===== src/rtl/msi_pkg.sv =====
package msi_pkg;
   typedef enum logic [1:0] {
      LN_I = 2'd0,
      LN_S = 2'd1,
      LN_M = 2'd2
   } line_st_e;

   typedef enum logic [1:0] {
      BC_NONE   = 2'd0,
      BC_RDMISS = 2'd1,
      BC_WRMISS = 2'd2,
      BC_WB     = 2'd3
   } bus_cmd_e;

   typedef enum logic [1:0] {
      SQ_IDLE = 2'd0,
      SQ_WB   = 2'd1,
      SQ_MISS = 2'd2
   } seq_st_e;
endpackage


===== src/rtl/msi_tag_store.sv =====
module msi_tag_store
   import msi_pkg::*;
#(
   parameter int IDX_W = 2,
   parameter int TAG_W = 6
) (
   input  logic             clk,
   input  logic             rst_n,
   input  logic [IDX_W-1:0] a_idx,
   output line_st_e         a_st,
   output logic [TAG_W-1:0] a_tag,
   input  logic [IDX_W-1:0] b_idx,
   output line_st_e         b_st,
   output logic [TAG_W-1:0] b_tag,
   input  logic             s_we,
   input  logic [IDX_W-1:0] s_idx,
   input  line_st_e         s_st,
   input  logic             c_we,
   input  logic [IDX_W-1:0] c_idx,
   input  logic [TAG_W-1:0] c_tag,
   input  line_st_e         c_st
);
   localparam int LINES = 1 << IDX_W;

   line_st_e         st_arr  [LINES];
   logic [TAG_W-1:0] tag_arr [LINES];

   for (genvar g = 0; g < LINES; g++) begin : g_line
      line_st_e         st_r;
      logic [TAG_W-1:0] tag_r;
      logic             s_sel;
      logic             c_sel;

      assign s_sel = s_we && (s_idx == IDX_W'(g));
      assign c_sel = c_we && (c_idx == IDX_W'(g));

      // snoop updates win over processor fills
      always_ff @(posedge clk or negedge rst_n) begin
         if (!rst_n) begin
            st_r  <= LN_I;
            tag_r <= '0;
         end else if (s_sel) begin
            st_r  <= s_st;
         end else if (c_sel) begin
            st_r  <= c_st;
            tag_r <= c_tag;
         end
      end

      assign st_arr[g]  = st_r;
      assign tag_arr[g] = tag_r;
   end

   assign a_st  = st_arr[a_idx];
   assign a_tag = tag_arr[a_idx];
   assign b_st  = st_arr[b_idx];
   assign b_tag = tag_arr[b_idx];
endmodule


===== src/rtl/msi_proto.sv =====
module msi_proto
   import msi_pkg::*;
#(
   parameter int TAG_W = 6
) (
   input  logic             cpu_we,
   input  logic [TAG_W-1:0] cpu_tag,
   input  line_st_e         c_st,
   input  logic [TAG_W-1:0] c_tag,
   input  logic             snp_valid,
   input  bus_cmd_e         snp_cmd,
   input  logic [TAG_W-1:0] snp_tag,
   input  line_st_e         s_st,
   input  logic [TAG_W-1:0] s_tag,
   output logic             cpu_ok,
   output logic             victim_dirty,
   output line_st_e         fill_st,
   output logic             snp_we,
   output line_st_e         snp_next,
   output logic             snp_flush
);
   logic c_match;
   logic s_match;

   always_comb begin
      c_match      = (c_tag == cpu_tag) && (c_st != LN_I);
      cpu_ok       = c_match && ((c_st == LN_M) || !cpu_we);
      victim_dirty = (c_st == LN_M) && (c_tag != cpu_tag);
      fill_st      = cpu_we ? LN_M : LN_S;
   end

   always_comb begin
      s_match   = snp_valid && (s_tag == snp_tag) && (s_st != LN_I);
      snp_we    = 1'b0;
      snp_next  = s_st;
      snp_flush = 1'b0;
      if (s_match) begin
         unique case (snp_cmd)
            BC_RDMISS: begin
               if (s_st == LN_M) begin
                  snp_we    = 1'b1;
                  snp_next  = LN_S;
                  snp_flush = 1'b1;
               end
            end
            BC_WRMISS: begin
               snp_we    = 1'b1;
               snp_next  = LN_I;
               snp_flush = (s_st == LN_M);
            end
            default: ;
         endcase
      end
   end
endmodule


===== src/rtl/msi_seq.sv =====
module msi_seq
   import msi_pkg::*;
#(
   parameter int ADDR_W = 8,
   parameter int IDX_W  = 2,
   localparam int TAG_W = ADDR_W - IDX_W
) (
   input  logic              clk,
   input  logic              rst_n,
   input  logic              cpu_req,
   input  logic              cpu_we,
   input  logic [ADDR_W-1:0] cpu_addr,
   input  logic [TAG_W-1:0]  c_tag,
   input  logic              cpu_ok,
   input  logic              victim_dirty,
   input  line_st_e          fill_st,
   input  logic              snp_valid,
   input  logic              bus_gnt,
   output logic              cpu_ready,
   output logic              bus_req,
   output bus_cmd_e          bus_cmd,
   output logic [ADDR_W-1:0] bus_addr,
   output logic              c_we,
   output line_st_e          c_st
);
   seq_st_e cur_q, nxt;

   always_ff @(posedge clk or negedge rst_n) begin
      if (!rst_n) cur_q <= SQ_IDLE;
      else        cur_q <= nxt;
   end

   always_comb begin
      nxt       = cur_q;
      cpu_ready = 1'b0;
      bus_req   = 1'b0;
      bus_cmd   = BC_NONE;
      bus_addr  = cpu_addr;
      c_we      = 1'b0;
      c_st      = fill_st;
      unique case (cur_q)
         SQ_IDLE: begin
            if (cpu_req && !snp_valid) begin
               if (cpu_ok)            cpu_ready = 1'b1;
               else if (victim_dirty) nxt = SQ_WB;
               else                   nxt = SQ_MISS;
            end
         end
         SQ_WB: begin
            // a snoop may have taken the dirty copy away meanwhile
            if (!victim_dirty) begin
               nxt = SQ_MISS;
            end else begin
               bus_req  = 1'b1;
               bus_cmd  = BC_WB;
               bus_addr = {c_tag, cpu_addr[IDX_W-1:0]};
               if (bus_gnt) begin
                  nxt  = SQ_MISS;
                  c_we = 1'b1;
                  c_st = LN_I;
               end
            end
         end
         SQ_MISS: begin
            bus_req = 1'b1;
            bus_cmd = cpu_we ? BC_WRMISS : BC_RDMISS;
            if (bus_gnt) begin
               c_we      = 1'b1;
               cpu_ready = 1'b1;
               nxt       = SQ_IDLE;
            end
         end
         default: nxt = SQ_IDLE;
      endcase
   end
endmodule


===== src/rtl/msi_snoop_ctrl.sv =====
module msi_snoop_ctrl
   import msi_pkg::*;
#(
   parameter int ADDR_W = 8,
   parameter int IDX_W  = 2
) (
   input  logic              clk,
   input  logic              rst_n,
   input  logic              cpu_req,
   input  logic              cpu_we,
   input  logic [ADDR_W-1:0] cpu_addr,
   output logic              cpu_ready,
   output logic              bus_req,
   input  logic              bus_gnt,
   output logic [1:0]        bus_cmd,
   output logic [ADDR_W-1:0] bus_addr,
   input  logic              snp_valid,
   input  logic [1:0]        snp_cmd,
   input  logic [ADDR_W-1:0] snp_addr,
   output logic              snp_flush
);
   localparam int TAG_W = ADDR_W - IDX_W;

   if (IDX_W < 1) begin : g_bad_idx
      $error("msi_snoop_ctrl: IDX_W must be at least 1");
   end
   if (ADDR_W <= IDX_W) begin : g_bad_addr
      $error("msi_snoop_ctrl: ADDR_W must exceed IDX_W");
   end

   line_st_e         c_st_rd, s_st_rd, fill_st, c_st_wr, snp_next;
   logic [TAG_W-1:0] c_tag_rd, s_tag_rd;
   logic             cpu_ok, victim_dirty, snp_we, c_we;
   bus_cmd_e         seq_cmd;

   msi_tag_store #(.IDX_W(IDX_W), .TAG_W(TAG_W)) u_store (
      .clk   (clk),
      .rst_n (rst_n),
      .a_idx (cpu_addr[IDX_W-1:0]),
      .a_st  (c_st_rd),
      .a_tag (c_tag_rd),
      .b_idx (snp_addr[IDX_W-1:0]),
      .b_st  (s_st_rd),
      .b_tag (s_tag_rd),
      .s_we  (snp_we),
      .s_idx (snp_addr[IDX_W-1:0]),
      .s_st  (snp_next),
      .c_we  (c_we),
      .c_idx (cpu_addr[IDX_W-1:0]),
      .c_tag (cpu_addr[ADDR_W-1:IDX_W]),
      .c_st  (c_st_wr)
   );

   msi_proto #(.TAG_W(TAG_W)) u_proto (
      .cpu_we       (cpu_we),
      .cpu_tag      (cpu_addr[ADDR_W-1:IDX_W]),
      .c_st         (c_st_rd),
      .c_tag        (c_tag_rd),
      .snp_valid    (snp_valid),
      .snp_cmd      (bus_cmd_e'(snp_cmd)),
      .snp_tag      (snp_addr[ADDR_W-1:IDX_W]),
      .s_st         (s_st_rd),
      .s_tag        (s_tag_rd),
      .cpu_ok       (cpu_ok),
      .victim_dirty (victim_dirty),
      .fill_st      (fill_st),
      .snp_we       (snp_we),
      .snp_next     (snp_next),
      .snp_flush    (snp_flush)
   );

   msi_seq #(.ADDR_W(ADDR_W), .IDX_W(IDX_W)) u_seq (
      .clk          (clk),
      .rst_n        (rst_n),
      .cpu_req      (cpu_req),
      .cpu_we       (cpu_we),
      .cpu_addr     (cpu_addr),
      .c_tag        (c_tag_rd),
      .cpu_ok       (cpu_ok),
      .victim_dirty (victim_dirty),
      .fill_st      (fill_st),
      .snp_valid    (snp_valid),
      .bus_gnt      (bus_gnt),
      .cpu_ready    (cpu_ready),
      .bus_req      (bus_req),
      .bus_cmd      (seq_cmd),
      .bus_addr     (bus_addr),
      .c_we         (c_we),
      .c_st         (c_st_wr)
   );

   assign bus_cmd = seq_cmd;
endmodule


===== config.mk =====
export PLATFORM = sky130hd
export DESIGN_NAME = msi_snoop_ctrl
export DESIGN_NICKNAME = d
export VERILOG_FILES = /design/src/rtl/msi_pkg.sv /design/src/rtl/msi_tag_store.sv /design/src/rtl/msi_proto.sv /design/src/rtl/msi_seq.sv /design/src/rtl/msi_snoop_ctrl.sv
export SDC_FILE = /design/constraint.sdc
export NUM_CORES = 1
export LEC_CHECK = 0
export ABC_CLOCK_PERIOD_IN_PS = 2600
export BUFFER_PORTS_ARGS = -buffer_cell sky130_fd_sc_hd__buf_2
export CAP_MARGIN = 30
export CORE_MARGIN = 3
export CORE_UTILIZATION = 52
export DETAILED_ROUTE_END_ITERATION = 8
export PLACE_DENSITY_LB_ADDON = 0.25
export SLEW_MARGIN = 20
export SYNTH_ARGS = -nofsm -noshare
export SYNTH_HDL_FRONTEND = slang
export SYNTH_SLANG_ARGS = --single-unit
export TNS_END_PERCENT = 10

===== constraint.sdc =====
create_clock -name clk -period 2.6 [get_ports clk]
set_input_delay 0.52 -clock clk [delete_from_list [all_inputs] [get_ports clk]]
set_output_delay 0.52 -clock clk [all_outputs]
set_load 0.1 [all_outputs]

==> flow_summary.html, run 1 <==
<table>
<tr><th>Metric</th><th>Value</th></tr>
<tr><th colspan="2">Min path</th></tr>
<tr><td>Class of the tightest hold or removal check</td><td>input port to asynchronous set/reset pin</td></tr>
<tr><th colspan="2">Logic synthesis</th></tr>
<tr><td>Simple logic cell fraction of the synthesized area</td><td>approximately 14%</td></tr>
<tr><td>Share of the synthesized netlist area taken by xor and xnor gates</td><td>between 3 and 4%</td></tr>
<tr><td>Total nets after synthesis</td><td>between 200 and 250</td></tr>
<tr><td>Synthesized netlist cell count</td><td>205</td></tr>
<tr><td>Count of cell types in the netlist</td><td>46</td></tr>
<tr><td>Combinational family with the most area after synthesis</td><td>multiplexers</td></tr>
<tr><td>Syn_area_per_cell</td><td>~12 sq um</td></tr>
<tr><td>Synth warnings</td><td>0</td></tr>
<tr><td>Multiplexer area fraction after synthesis</td><td>around 29%</td></tr>
<tr><td>Sequential fraction of the synthesis area</td><td>~34%</td></tr>
<tr><td>Post-synthesis share of cell area spent on full adders, half adders and majority gates</td><td>2.49%</td></tr>
<tr><td>Proportion of register bits with asynchronous set or reset after synthesis</td><td>100%</td></tr>
<tr><td>Most frequently used flop master after synthesis</td><td>dfrtp_1</td></tr>
<tr><td>Syn Std Cell Area</td><td>around 2500 sq um</td></tr>
<tr><td>Post-synth EDFFs</td><td>0</td></tr>
<tr><td>Complex-gate fraction of the synthesized area</td><td>11.5%</td></tr>
<tr><td>Total of flip-flops plus latches after synthesis</td><td>34</td></tr>
<tr><th colspan="2">Die</th></tr>
<tr><td>Overall die width</td><td>75.5 um</td></tr>
<tr><td>Site Rows</td><td>24</td></tr>
<tr><td>Area enclosed by the die boundary</td><td>between 5000 and 6000 sq um</td></tr>
<tr><td>Ports</td><td>37</td></tr>
<tr><td>Placeable Area</td><td>4500 sq um</td></tr>
<tr><td>Die extent in y</td><td>between 70 and 80 um</td></tr>
<tr><td>Starting Density</td><td>between 50% and 60%</td></tr>
<tr><th colspan="2">Timing</th></tr>
<tr><td>Final-layout worst hold slack</td><td>between 0.3 and 0.4 ns</td></tr>
<tr><td>Largest clock skew in the final design</td><td>around 0.0044 ns</td></tr>
<tr><td>Worst Setup Slack, final</td><td>-0.459 ns</td></tr>
<tr><td>Setup violators final</td><td>35</td></tr>
<tr><td>Headroom to the max-slew limit</td><td>a little under half</td></tr>
<tr><td>Highest attainable clock frequency</td><td>about 0.33 GHz</td></tr>
<tr><td>Final hold violations</td><td>0</td></tr>
<tr><td>Transition time at the pin with the least slew margin</td><td>between 0.7 and 0.8 ns</td></tr>
<tr><td>Final period utilization</td><td>118%</td></tr>
<tr><td>Min Clock Period, post-route</td><td>3.06 ns</td></tr>
<tr><td>Final Max Tran Viols</td><td>0</td></tr>
<tr><td>Setup repair after global routing missed its margin</td><td>yes</td></tr>
<tr><th colspan="2">Worst setup path</th></tr>
<tr><td>Crit path max-delay cell type</td><td>mux4_2</td></tr>
<tr><td>CP Buf/Inv Count</td><td>2</td></tr>
<tr><td>Data required time of the worst path</td><td>about 2.1 ns</td></tr>
<tr><td>FF-to-FF Start</td><td>u_store.g_line[2].tag_r[4]</td></tr>
<tr><td>Longest individual stage delay on the worst path</td><td>between 0.5 and 0.6 ns</td></tr>
<tr><td>Critical Path Source</td><td>u_store.g_line[2].tag_r[4]</td></tr>
<tr><td>Number of logic stages on the critical path including buffering</td><td>7</td></tr>
<tr><td>Cell family contributing the most delay on the critical path</td><td>multiplexers</td></tr>
<tr><td>Signal arrival time at the worst endpoint</td><td>around 2.5 ns</td></tr>
<tr><td>Cell Chain, Critical Path</td><td>mux4_2, xnor2_2, nand4_1, buf_4, nor4b_4, a32o_2, buf_12</td></tr>
<tr><td>Critical path peak fanout</td><td>3</td></tr>
<tr><td>Setup crit start kind</td><td>flip-flop</td></tr>
<tr><td>Worst setup path class</td><td>flip-flop to output port</td></tr>
<tr><td>Number of cells on the worst reg-to-reg path</td><td>11</td></tr>
<tr><td>Worst r2r dst</td><td>u_store.g_line[0].tag_r[2]</td></tr>
<tr><td>R2R setup slack</td><td>-0.21 ns</td></tr>
<tr><td>Endpoint type of the worst setup path</td><td>output port</td></tr>
<tr><th colspan="2">Drt</th></tr>
<tr><td>Average wire length per cell after detail routing</td><td>22.4 um</td></tr>
<tr><td>Vias</td><td>2261</td></tr>
<tr><td>Routed via count divided by cell count</td><td>approximately 6.4</td></tr>
<tr><td>1st-pass router iterations</td><td>4</td></tr>
<tr><td>Antenna-violating nets left</td><td>0</td></tr>
<tr><td>Total wire length</td><td>7940 um</td></tr>
<tr><td>Number of design-rule violations left by the first detailed-router iteration</td><td>203</td></tr>
<tr><td>DR DRC count</td><td>0</td></tr>
<tr><th colspan="2">Clock tree</th></tr>
<tr><td>Clock transition at the registers of the reported paths</td><td>0.07 ns</td></tr>
<tr><td>Clock tree from TritonCTS</td><td>done</td></tr>
<tr><td>TritonCTS Buffers</td><td>5</td></tr>
<tr><td>Clock network latency to the later pin of the worst-skew pair</td><td>0.30 ns</td></tr>
<tr><td>Clk sinks</td><td>34</td></tr>
<tr><td>Clock tree root buffer cell</td><td>clkbuf_8</td></tr>
<tr><td>Longest Clk Path Bufs</td><td>2</td></tr>
<tr><td>H-tree depth reported by CTS</td><td>2</td></tr>
<tr><td>Number of hold buffers added after cts</td><td>0</td></tr>
<tr><th colspan="2">Flow run</th></tr>
<tr><td>Reported max-cap violation count</td><td>0</td></tr>
<tr><th colspan="2">Placed design</th></tr>
<tr><td>Total placed cells including tap cells</td><td>between 300 and 400</td></tr>
<tr><td>Final weighted congestion of routability-driven global placement</td><td>roughly 0.99</td></tr>
<tr><td>Placed instance area</td><td>approximately 3300 sq um</td></tr>
<tr><td>Number of port buffers</td><td>36</td></tr>
<tr><td>DP HPWL</td><td>~5100 um</td></tr>
<tr><th colspan="2">Status</th></tr>
<tr><td>Run status</td><td>finished, violations left</td></tr>
<tr><td>Failing checks</td><td>setup timing</td></tr>
<tr><th colspan="2">Global routing</th></tr>
<tr><td>Total GRT Usage</td><td>between 20% and 30%</td></tr>
<tr><td>First-pass GRT wire length</td><td>between 10000 and 15000 um</td></tr>
<tr><td>Number of global-route vias before repair</td><td>between 2k and 2.5k</td></tr>
<tr><td>Initial antenna violation count</td><td>0</td></tr>
<tr><td>GR Overflow Total</td><td>0</td></tr>
<tr><td>Largest net degree at the start of global routing</td><td>35</td></tr>
<tr><th colspan="2">Final layout</th></tr>
<tr><td>Final Instance Area</td><td>3680 sq um</td></tr>
<tr><td>Area Overhead vs Synth</td><td>46.3%</td></tr>
<tr><td>Final net count</td><td>between 300 and 400</td></tr>
<tr><td>Fraction of final layout cells sized beyond drive strength 1</td><td>around three fifths</td></tr>
<tr><td>Ant diodes</td><td>0</td></tr>
<tr><td>Most common library cell in the layout ignoring fill and taps</td><td>buf_4</td></tr>
<tr><td>Number of filler instances in the final layout</td><td>around 220</td></tr>
<tr><td>Final Core Density</td><td>between 80% and 90%</td></tr>
<tr><td>Top library cells by usage in the layout, fill and taps aside</td><td>buf_4, dfrtp_1, buf_2</td></tr>
<tr><td>Fin cells</td><td>approximately 350</td></tr>
<tr><th colspan="2">Power and ir drop</th></tr>
<tr><td>Peak ir drop on the vdd network</td><td>630 uV</td></tr>
<tr><td>Pwr Density</td><td>1060 nW/um^2</td></tr>
<tr><td>Reported leakage power</td><td>roughly 1.7 nW</td></tr>
</table>
[where the power goes]
part	internal [W]	switching, W	total, W
registers	0.000779	0.000216	0.000995
clock network	0.000306	0.000199	0.000505
logic	0.00120	0.00119	0.00239
[through the flow]
stage,TNS (ns),worst slack [ns],power (W)
floorplan,-6.60,-0.489,0.00225
global placement,-18.34,-0.577,0.00298
detailed placement,-19.95,-0.551,0.00304
CTS,-4.47,-0.367,0.00374
global route,-8.22,-0.509,0.00405
finish,-6.01,-0.459,0.00389
[logic make-up (layout without fill, tap and decap cells)]
kind of cell    after synthesis  count (layout)
mux                          47              47
buf+inv                      23             120
xor+xnor                     10              10
fa+ha+maj                     5               5
compound gates               37              37
flops                        34              34
simple gates                 49              49
[state kept, by name, summed over array words and instances, names as in the netlist]
name,count
u_store.g_line.tag_r,24
u_store.g_line.st_r,8
u_seq.cur_q,2
[cell usage after synthesis, types with 2 or more instances]
cell | number | area [sq um]
dfrtp_1 | 34 | 851
nand2_1 | 20 | 75.1
mux2_2 | 18 | 203
inv_1 | 14 | 52.6
a21oi_1 | 12 | 60.1
mux4_2 | 10 | 225
mux2i_1 | 8 | 80.1
a221oi_1 | 6 | 52.6
mux2_4 | 6 | 90.1
nor2_1 | 6 | 22.5
xnor2_1 | 6 | 52.6
ha_1 | 5 | 62.6
mux4_1 | 5 | 131
buf_6 | 4 | 45.0
nor3_1 | 4 | 20.0
buf_4 | 3 | 22.5
nor2b_1 | 3 | 18.8
o21ai_0 | 3 | 15.0
xor2_1 | 3 | 26.3
a2bb2oi_1 | 2 | 17.5
and2_1 | 2 | 12.5
nand3_1 | 2 | 10.0
nor2_2 | 2 | 12.5
nor4_4 | 2 | 42.5
nor4b_4 | 2 | 47.6
o2111ai_1 | 2 | 17.5
o22ai_1 | 2 | 12.5
[routing by layer]
metal | GRT usage (%) | vias up | wire (um)
li1 | - | 974 | -
met1 | 38.3 | 1159 | 3180
met2 | 44.4 | 110 | 4010
met3 | 6.73 | 18 | 604
met4 | 11.5 | 0 | 148
met5 | 0 | - | 0
[worst register-to-register path: stages, from the launching register on]
cell	delay, ns
dfrtp_1	0.40
mux4_2	0.54
xnor2_2	0.16
nand4_1	0.20
o211a_4	0.31
buf_6	0.12
buf_4	0.13
buf_6	0.12
o2111ai_4	0.20
nor2_2	0.09
buf_6	0.14
mux2_2	0.27
[worst max path at each step]
| stage | end | slack, ns |
|---|---|---|
| 6_report | cpu_ready | -0.46 |
| 5_1_grt | bus_addr[3] | -0.51 |
| 4_1_cts | bus_addr[7] | -0.37 |
| 3_5_place_dp | cpu_ready | -0.55 |
| 3_3_place_gp | cpu_ready | -0.58 |
| 2_1_floorplan | snp_flush | -0.49 |
[final cells by class]
class	count	area, sq um	area share (%)
flip-flops and latches	34	851	23.1
repair buffers	99	881	24.0
inverters	14	55.1	1.50
well taps	52	65.1	1.77
clock inverters	1	30.0	0.817
multi-input cells	148	1710	46.6
clock buffers	6	82.6	2.25
[what timing repair did]
| item | in CTS | in global routing |
|---|---|---|
| buffers inserted | 5 | 2 |
| setup endpoints to repair | 43 | 45 |
| gates resized for setup | 28 | 11 |
| pin swaps | 12 | 5 |
(Power assumes the default switching activity.)
==> run 2, diff against run 1 <==
==> constraint.sdc (replaced) <==
create_clock -name clk -period 2.6 [get_ports clk]
set_input_delay 0.39 -clock clk [delete_from_list [all_inputs] [get_ports clk]]
set_output_delay 0.39 -clock clk [all_outputs]
set_load 0.1 [all_outputs]
==> flow_summary.html, run 2 (same netlist as run 1, synthesis figures left out) <==
<table>
<tr><th>Metric</th><th>Value</th></tr>
<tr><th colspan="2">Clock tree</th></tr>
<tr><td>Longest Clk Path Bufs</td><td>2 (unchanged)</td></tr>
<tr><td>Clock network latency to the later pin of the worst-skew pair</td><td>0.30 ns (about the same)</td></tr>
<tr><td>TritonCTS Buffers</td><td>5 (unchanged)</td></tr>
<tr><td>Clk sinks</td><td>34 (unchanged)</td></tr>
<tr><td>Clock transition at the registers of the reported paths</td><td>0.08 ns (about the same)</td></tr>
<tr><td>H-tree depth reported by CTS</td><td>2 (unchanged)</td></tr>
<tr><td>Clock tree from TritonCTS</td><td>done</td></tr>
<tr><td>Clock tree root buffer cell</td><td>clkbuf_8</td></tr>
<tr><th colspan="2">Power and ir drop</th></tr>
<tr><td>Peak ir drop on the vdd network</td><td>729 uV (+16%)</td></tr>
<tr><td>Pwr Density</td><td>1030 nW/um^2 (-2.6%)</td></tr>
<tr><td>Total power of the final layout</td><td>0.00366 W (-5.8%)</td></tr>
<tr><td>Reported leakage power</td><td>1.64 nW (-3.1%)</td></tr>
<tr><th colspan="2">Die</th></tr>
<tr><td>Starting Density</td><td>55.8% (unchanged)</td></tr>
<tr><td>Ports</td><td>37 (unchanged)</td></tr>
<tr><td>Die extent in y</td><td>75.5 um (unchanged)</td></tr>
<tr><td>Site Rows</td><td>24 (unchanged)</td></tr>
<tr><td>Area enclosed by the die boundary</td><td>5700 sq um (unchanged)</td></tr>
<tr><td>Placeable Area</td><td>4500 sq um (unchanged)</td></tr>
<tr><td>Overall die width</td><td>75.5 um (unchanged)</td></tr>
<tr><th colspan="2">Drt</th></tr>
<tr><td>DR DRC count</td><td>0 (unchanged)</td></tr>
<tr><td>Routed via count divided by cell count</td><td>6.48 (+1.5%)</td></tr>
<tr><td>Number of design-rule violations left by the first detailed-router iteration</td><td>225 (+11%)</td></tr>
<tr><td>Average wire length per cell after detail routing</td><td>22.9 um (+1.9%)</td></tr>
<tr><td>Vias</td><td>2230 (-1.4%)</td></tr>
<tr><td>Total wire length</td><td>7860 um (-1.0%)</td></tr>
<tr><td>1st-pass router iterations</td><td>5 (+1)</td></tr>
<tr><td>Antenna-violating nets left</td><td>0 (unchanged)</td></tr>
<tr><th colspan="2">Status</th></tr>
<tr><td>Failing checks</td><td>setup timing</td></tr>
<tr><td>Run status</td><td>finished, violations left</td></tr>
<tr><th colspan="2">Final layout</th></tr>
<tr><td>Largest registers</td><td>u_store.g_line.tag_r x24, u_store.g_line.st_r x8, u_seq.cur_q x2</td></tr>
<tr><td>Fraction of final layout cells sized beyond drive strength 1</td><td>61.0% (-0.63 points)</td></tr>
<tr><td>Area Overhead vs Synth</td><td>41.5%</td></tr>
<tr><td>Ant diodes</td><td>0 (unchanged)</td></tr>
<tr><td>Top reg by flops</td><td>u_store.g_line.tag_r</td></tr>
<tr><td>Final Instance Area</td><td>3560 sq um (-3.3%)</td></tr>
<tr><td>Final net count</td><td>320 (-3.3%)</td></tr>
<tr><td>Area of the multi-input gates</td><td>1720 sq um (+0.58%)</td></tr>
<tr><td>Sequential cell area</td><td>851 sq um (unchanged)</td></tr>
<tr><td>Fin cells</td><td>344 (-2.8%)</td></tr>
<tr><td>Most common library cell in the layout ignoring fill and taps</td><td>buf_4</td></tr>
<tr><td>Number of filler instances in the final layout</td><td>249 (+12%)</td></tr>
<tr><td>Top library cells by usage in the layout, fill and taps aside</td><td>buf_4, dfrtp_1, buf_2</td></tr>
<tr><td>Flip-flop count of the largest register after layout</td><td>24 (unchanged)</td></tr>
<tr><th colspan="2">Worst setup path</th></tr>
<tr><td>Critical path peak fanout</td><td>4 (+1)</td></tr>
<tr><td>Worst setup path class</td><td>flip-flop to output port</td></tr>
<tr><td>Signal arrival time at the worst endpoint</td><td>2.57 ns (+0.03 ns)</td></tr>
<tr><td>Number of cells on the worst reg-to-reg path</td><td>9 (-2)</td></tr>
<tr><td>Endpoint type of the worst setup path</td><td>output port</td></tr>
<tr><td>Setup crit start kind</td><td>flip-flop</td></tr>
<tr><td>Data required time of the worst path</td><td>2.21 ns (+0.13 ns)</td></tr>
<tr><th colspan="2">Placed design</th></tr>
<tr><td>Placed instance area</td><td>3220 sq um (-3.2%)</td></tr>
<tr><td>Total placed cells including tap cells</td><td>330 (-2.9%)</td></tr>
<tr><td>Final weighted congestion of routability-driven global placement</td><td>0.886 (-10%)</td></tr>
<tr><td>Number of port buffers</td><td>36 (unchanged)</td></tr>
<tr><td>DP HPWL</td><td>5070 um (about the same)</td></tr>
<tr><th colspan="2">Timing</th></tr>
<tr><td>Highest attainable clock frequency</td><td>0.338 GHz (+3.3%)</td></tr>
<tr><td>Final period utilization</td><td>114% (-3.8 points)</td></tr>
<tr><td>Largest clock skew in the final design</td><td>0.00873 ns (+0.00436 ns)</td></tr>
<tr><td>Setup violators final</td><td>27 (-23%)</td></tr>
<tr><td>Final-layout worst hold slack</td><td>0.164 ns (-0.138 ns)</td></tr>
<tr><td>Min Clock Period, post-route</td><td>2.96 ns (-0.0989 ns)</td></tr>
<tr><td>Setup repair after global routing missed its margin</td><td>yes</td></tr>
<tr><td>Headroom to the max-slew limit</td><td>49.1% (+1.6 points)</td></tr>
<tr><td>Final Max Tran Viols</td><td>0 (unchanged)</td></tr>
<tr><td>Worst Setup Slack, final</td><td>-0.361 ns (+0.0989 ns)</td></tr>
<tr><td>Final hold violations</td><td>0 (unchanged)</td></tr>
<tr><td>Transition time at the pin with the least slew margin</td><td>0.764 ns (-0.0245 ns)</td></tr>
<tr><th colspan="2">Global routing</th></tr>
<tr><td>Total GRT Usage</td><td>26.8% (-1.7 points)</td></tr>
<tr><td>Initial antenna violation count</td><td>0 (unchanged)</td></tr>
<tr><td>Largest net degree at the start of global routing</td><td>35 (unchanged)</td></tr>
<tr><td>First-pass GRT wire length</td><td>11100 um (-5.8%)</td></tr>
<tr><td>GR Overflow Total</td><td>0 (unchanged)</td></tr>
<tr><td>Number of global-route vias before repair</td><td>2184 (-5.0%)</td></tr>
<tr><th colspan="2">Min path</th></tr>
<tr><td>Class of the tightest hold or removal check</td><td>input port to asynchronous set/reset pin</td></tr>
<tr><th colspan="2">Flow run</th></tr>
<tr><td>Reported max-cap violation count</td><td>0 (unchanged)</td></tr>
</table>
==> run 2: cell count changes in the layout (fill, tap and decap cells not counted), moves of 3 or more <==
| cell | change |
|---|---|
| buf_4 | -10 |
| nand2_2 | +4 |
| buf_6 | -3 |
| nand2_4 | +5 |
| nand2_1 | -9 |
==> run 2: repair_timing <==
item | 4_1_cts | 5_1_grt
pin swaps | 5 | 9
hold buffers | 0 | 0
buffers inserted | 1 | 5
setup endpoints to repair | 34 | 45
resized for setup | 23 | 24
gates cloned | 0 | 0
==> run 2: metrics by stage <==
stage | util [%] | TNS, ns | setup slack, ns
after global routing | 78.9 | -8.10 | -0.443
final | 78.9 | -4.48 | -0.361
after floorplan | - | -1.85 | -0.229
after global placement | 71.5 | -10.15 | -0.303
after detailed placement | 71.5 | -13.12 | -0.439
after CTS | 75.6 | -2.17 | -0.233
==> run 2: final cells by class <==
class	instances	share of cell area (%)
Multi-Input combinational cell	148	48.5
Timing Repair Buffer	88	21.7
Tap cell	52	1.83
Clock buffer	5	1.94
Inverter	14	1.55
Sequential cell	34	23.9
Clock inverter	3	0.598
==> run 2: worst paths after layout <==
| path | startpoint | end | slack, ns |
|---|---|---|---|
| hold / removal | rst_n | u_store.g_line[1].st_r[1] | 0.16 |
| hold reg to reg | u_store.g_line[1].tag_r[1] | u_store.g_line[1].tag_r[1] | 0.54 |
| setup reg to reg | u_store.g_line[2].tag_r[3] | u_store.g_line[1].tag_r[2] | -0.15 |
| max in group asynchronous | rst_n | u_seq.cur_q[1] | 1.95 |
| min in group clk | cpu_addr[2] | u_store.g_line[3].tag_r[0] | 0.43 |
| setup / recovery | u_store.g_line[2].tag_r[3] | bus_addr[6] | -0.36 |
==> run 2: worst max-delay path, stage by stage (launching register included) <==
cell	delay, ns
dfrtp_1	0.44
mux4_2	0.55
xnor2_1	0.17
nand4_1	0.20
buf_6	0.19
o211ai_4	0.23
buf_6	0.16
nand2_2	0.06
nand2_2	0.09
buf_12	0.17
==> run 2: report_power, final <==
group	switching (W)	leakage (nW)	internal [W]
Clock	0.000215	0.0441	0.000188
Sequential	0.000219	0.425	0.000778
Combinational	0.00118	1.17	0.00109
==> run 2: routing by layer <==
layer / up-vias / GRT usage (%) / wire, um
met5: - / 0 / 0
met4: 0 / 13.2 / 316
met3: 31 / 5.28 / 640
met2: 156 / 42.1 / 3990
met1: 1088 / 35.5 / 2920
li1: 955 / - / -
==> run 3, diff against run 2 <==
--- a/config.mk
+++ b/config.mk
@@ -12,6 +12,7 @@
 export CORE_UTILIZATION = 52
 export DETAILED_ROUTE_END_ITERATION = 8
 export PLACE_DENSITY_LB_ADDON = 0.25
+export SKIP_LAST_GASP = 1
 export SLEW_MARGIN = 20
 export SYNTH_ARGS = -nofsm -noshare
 export SYNTH_HDL_FRONTEND = slang
==> constraint.sdc (replaced) <==
create_clock -name clk -period 2.6 [get_ports clk]
set_input_delay 0.52 -clock clk [delete_from_list [all_inputs] [get_ports clk]]
set_output_delay 0.52 -clock clk [all_outputs]
set_load 0.1 [all_outputs]
==> flow_summary.html, run 3 (same netlist as run 1, synthesis figures left out) <==
<table>
<tr><th>Metric</th><th>Value</th></tr>
<tr><th colspan="2">Placed design</th></tr>
<tr><td>Number of port buffers</td><td>36 (unchanged)</td></tr>
<tr><td>Final weighted congestion of routability-driven global placement</td><td>0.990 (+12%)</td></tr>
<tr><td>Placed instance area</td><td>3330 sq um (+3.3%)</td></tr>
<tr><td>Total placed cells including tap cells</td><td>340 (+3.0%)</td></tr>
<tr><td>DP HPWL</td><td>5070 um (about the same)</td></tr>
<tr><th colspan="2">Timing</th></tr>
<tr><td>Final hold violations</td><td>0 (unchanged)</td></tr>
<tr><td>Largest clock skew in the final design</td><td>0.00309 ns (-0.00564 ns)</td></tr>
<tr><td>Transition time at the pin with the least slew margin</td><td>0.787 ns (+0.0228 ns)</td></tr>
<tr><td>Setup repair after global routing missed its margin</td><td>yes</td></tr>
<tr><td>Headroom to the max-slew limit</td><td>47.6% (-1.5 points)</td></tr>
<tr><td>Setup violators final</td><td>42 (+56%)</td></tr>
<tr><td>Final period utilization</td><td>115% (+1.5 points)</td></tr>
<tr><td>Final Max Tran Viols</td><td>0 (unchanged)</td></tr>
<tr><td>Min Clock Period, post-route</td><td>3.00 ns (+0.0382 ns)</td></tr>
<tr><td>Final-layout worst hold slack</td><td>0.299 ns (+0.136 ns)</td></tr>
<tr><td>Highest attainable clock frequency</td><td>0.333 GHz (-1.3%)</td></tr>
<tr><td>Worst Setup Slack, final</td><td>-0.399 ns (-0.0382 ns)</td></tr>
<tr><th colspan="2">Die</th></tr>
<tr><td>Die extent in y</td><td>75.5 um (unchanged)</td></tr>
<tr><td>Ports</td><td>37 (unchanged)</td></tr>
<tr><td>Area enclosed by the die boundary</td><td>5700 sq um (unchanged)</td></tr>
<tr><td>Starting Density</td><td>55.8% (unchanged)</td></tr>
<tr><td>Overall die width</td><td>75.5 um (unchanged)</td></tr>
<tr><td>Site Rows</td><td>24 (unchanged)</td></tr>
<tr><td>Placeable Area</td><td>4500 sq um (unchanged)</td></tr>
<tr><th colspan="2">Global routing</th></tr>
<tr><td>Met3 GRT Util</td><td>7.39% (+2.1 points)</td></tr>
<tr><td>GR Overflow Total</td><td>0 (unchanged)</td></tr>
<tr><td>Layer carrying the most global-route usage</td><td>met2</td></tr>
<tr><td>Number of global-route vias before repair</td><td>2237 (+2.4%)</td></tr>
<tr><td>First-pass GRT wire length</td><td>11700 um (+5.5%)</td></tr>
<tr><td>Met1 Track Usage GR</td><td>38.4% (+2.9 points)</td></tr>
<tr><td>Largest net degree at the start of global routing</td><td>35 (unchanged)</td></tr>
<tr><td>Global-route met2 utilization</td><td>43.4% (+1.3 points)</td></tr>
<tr><td>Initial antenna violation count</td><td>0 (unchanged)</td></tr>
<tr><td>Total GRT Usage</td><td>28.2% (+1.5 points)</td></tr>
<tr><th colspan="2">Final layout</th></tr>
<tr><td>Top reg by flops</td><td>u_store.g_line.tag_r</td></tr>
<tr><td>Most common library cell in the layout ignoring fill and taps</td><td>buf_4</td></tr>
<tr><td>Number of filler instances in the final layout</td><td>250 (+0.40%)</td></tr>
<tr><td>Final Core Density</td><td>79.6% (+0.61 points)</td></tr>
<tr><td>Fraction of final layout cells sized beyond drive strength 1</td><td>57.8% (-3.2 points)</td></tr>
<tr><td>Fin cells</td><td>355 (+3.2%)</td></tr>
<tr><td>Ant diodes</td><td>0 (unchanged)</td></tr>
<tr><td>Top library cells by usage in the layout, fill and taps aside</td><td>buf_4, dfrtp_1, buf_2</td></tr>
<tr><td>Final net count</td><td>332 (+3.8%)</td></tr>
<tr><td>Largest registers</td><td>u_store.g_line.tag_r x24, u_store.g_line.st_r x8, u_seq.cur_q x2</td></tr>
<tr><td>Final Instance Area</td><td>3580 sq um (+0.77%)</td></tr>
<tr><td>Flip-flop count of the largest register after layout</td><td>24 (unchanged)</td></tr>
<tr><td>Area Overhead vs Synth</td><td>42.6%</td></tr>
<tr><th colspan="2">Worst setup path</th></tr>
<tr><td>Data required time of the worst path</td><td>2.08 ns (-0.13 ns)</td></tr>
<tr><td>Endpoint type of the worst setup path</td><td>output port</td></tr>
<tr><td>Critical Path Source</td><td>cpu_addr[0]</td></tr>
<tr><td>Number of cells on the worst reg-to-reg path</td><td>11 (+2)</td></tr>
<tr><td>Critical path peak fanout</td><td>6 (+2)</td></tr>
<tr><td>FF-to-FF Start</td><td>u_store.g_line[3].tag_r[4]</td></tr>
<tr><td>Signal arrival time at the worst endpoint</td><td>2.48 ns (-0.09 ns)</td></tr>
<tr><td>Setup crit start kind</td><td>input port</td></tr>
<tr><td>Worst setup path class</td><td>input port to output port</td></tr>
<tr><th colspan="2">Drt</th></tr>
<tr><td>1st-pass router iterations</td><td>4 (-1)</td></tr>
<tr><td>Total wire length</td><td>7300 um (-7.2%)</td></tr>
<tr><td>Antenna-violating nets left</td><td>0 (unchanged)</td></tr>
<tr><td>Average wire length per cell after detail routing</td><td>20.6 um (-10%)</td></tr>
<tr><td>Routed via count divided by cell count</td><td>6.02 (-7.2%)</td></tr>
<tr><td>Vias</td><td>2136 (-4.2%)</td></tr>
<tr><td>Number of design-rule violations left by the first detailed-router iteration</td><td>147 (-35%)</td></tr>
<tr><td>DR DRC count</td><td>0 (unchanged)</td></tr>
<tr><th colspan="2">Clock tree</th></tr>
<tr><td>TritonCTS Buffers</td><td>5 (unchanged)</td></tr>
<tr><td>Clock network latency to the later pin of the worst-skew pair</td><td>0.30 ns (about the same)</td></tr>
<tr><td>Clock tree from TritonCTS</td><td>done</td></tr>
<tr><td>Clock tree root buffer cell</td><td>clkbuf_8</td></tr>
<tr><td>H-tree depth reported by CTS</td><td>2 (unchanged)</td></tr>
<tr><td>Number of hold buffers added after cts</td><td>0 (unchanged)</td></tr>
<tr><td>Clk sinks</td><td>34 (unchanged)</td></tr>
<tr><td>Clock transition at the registers of the reported paths</td><td>0.07 ns (about the same)</td></tr>
<tr><td>Longest Clk Path Bufs</td><td>2 (unchanged)</td></tr>
<tr><th colspan="2">Power and ir drop</th></tr>
<tr><td>Switching power total</td><td>0.00153 W (-4.9%)</td></tr>
<tr><td>Portion of total power attributed to combinational logic</td><td>60.5% (-1.3 points)</td></tr>
<tr><td>Net Sw Frac</td><td>40.7% (-3.3 points)</td></tr>
<tr><td>Clock power frac</td><td>13.4% (+2.4 points)</td></tr>
<tr><td>Peak ir drop on the vdd network</td><td>759 uV (+4.1%)</td></tr>
<tr><td>Pwr Density</td><td>1050 nW/um^2 (+2.0%)</td></tr>
<tr><td>Internal</td><td>0.00223 W (+8.8%)</td></tr>
<tr><td>Reported leakage power</td><td>1.67 nW (+2.3%)</td></tr>
<tr><td>Total power of the final layout</td><td>0.00376 W (+2.8%)</td></tr>
<tr><td>Sequential power share</td><td>26.1% (-1.1 points)</td></tr>
<tr><th colspan="2">Flow run</th></tr>
<tr><td>Reported max-cap violation count</td><td>0 (unchanged)</td></tr>
<tr><th colspan="2">Status</th></tr>
<tr><td>Run status</td><td>finished, violations left</td></tr>
<tr><td>Failing checks</td><td>setup timing</td></tr>
<tr><th colspan="2">Min path</th></tr>
<tr><td>Class of the tightest hold or removal check</td><td>input port to asynchronous set/reset pin</td></tr>
</table>
==> run 3: area by class of cell <==
cell class                 count  area, sq um  share of cell area (%)
inverter                      14         55.1                    1.54
clock buffer                   6         82.6                    2.30
multi-input combinational    148         1650                    45.9
sequential                    34          851                    23.7
tap                           52         65.1                    1.82
timing repair buffer         100          853                    23.8
clock inverter                 1         30.0                   0.838
==> run 3: final timing paths <==
kind	endpoint	slack (ns)
max	cpu_ready	-0.40
min	u_store.g_line[3].tag_r[5]	0.30
max reg2reg	u_store.g_line[0].tag_r[4]	-0.22
min reg2reg	u_store.g_line[1].tag_r[2]	0.54
max in group asynchronous	u_store.g_line[1].st_r[0]	1.80
min in group clk	u_store.g_line[1].tag_r[2]	0.54
==> run 3: worst max-delay path, stage by stage <==
cell and delay (ns):
buf_6 0.11, buf_6 0.13, mux4_2 0.54, xnor2_2 0.17, nand2_2 0.10, buf_4 0.15, nor4b_4 0.32, a32o_2 0.25
buf_12 0.17
==> run 3: what timing repair did <==
item,in CTS,in global routing
setup buffers,5,3
pin swaps,6,1
endpoints found under the setup margin,43,45
gates resized for setup,12,3
==> run 3: per-layer routing <==
layer / up-vias / part of all wire (%)
met5: - / 0
met4: 0 / 1.4
met3: 10 / 6.5
met2: 87 / 49
met1: 1063 / 43
li1: 976 / -
==> run 3: stage by stage <==
stage               TNS, ns  worst slack (ns)
CTS                   -6.69            -0.367
global route         -13.25            -0.484
detailed placement   -19.95            -0.551
global placement     -18.34            -0.577
floorplan             -6.60            -0.489
finish                -8.15            -0.399
==> run 3: power by group through the flow <==
stage / clock (W) / sequential, W / combinational, W
finish: 0.000503 / 0.000982 / 0.00228
global route: 0.000535 / 0.00100 / 0.00241
CTS: 0.000510 / 0.000968 / 0.00219
detailed placement: 0 / 0.000971 / 0.00207
global placement: 0 / 0.000961 / 0.00202
floorplan: 0 / 0.000903 / 0.00135
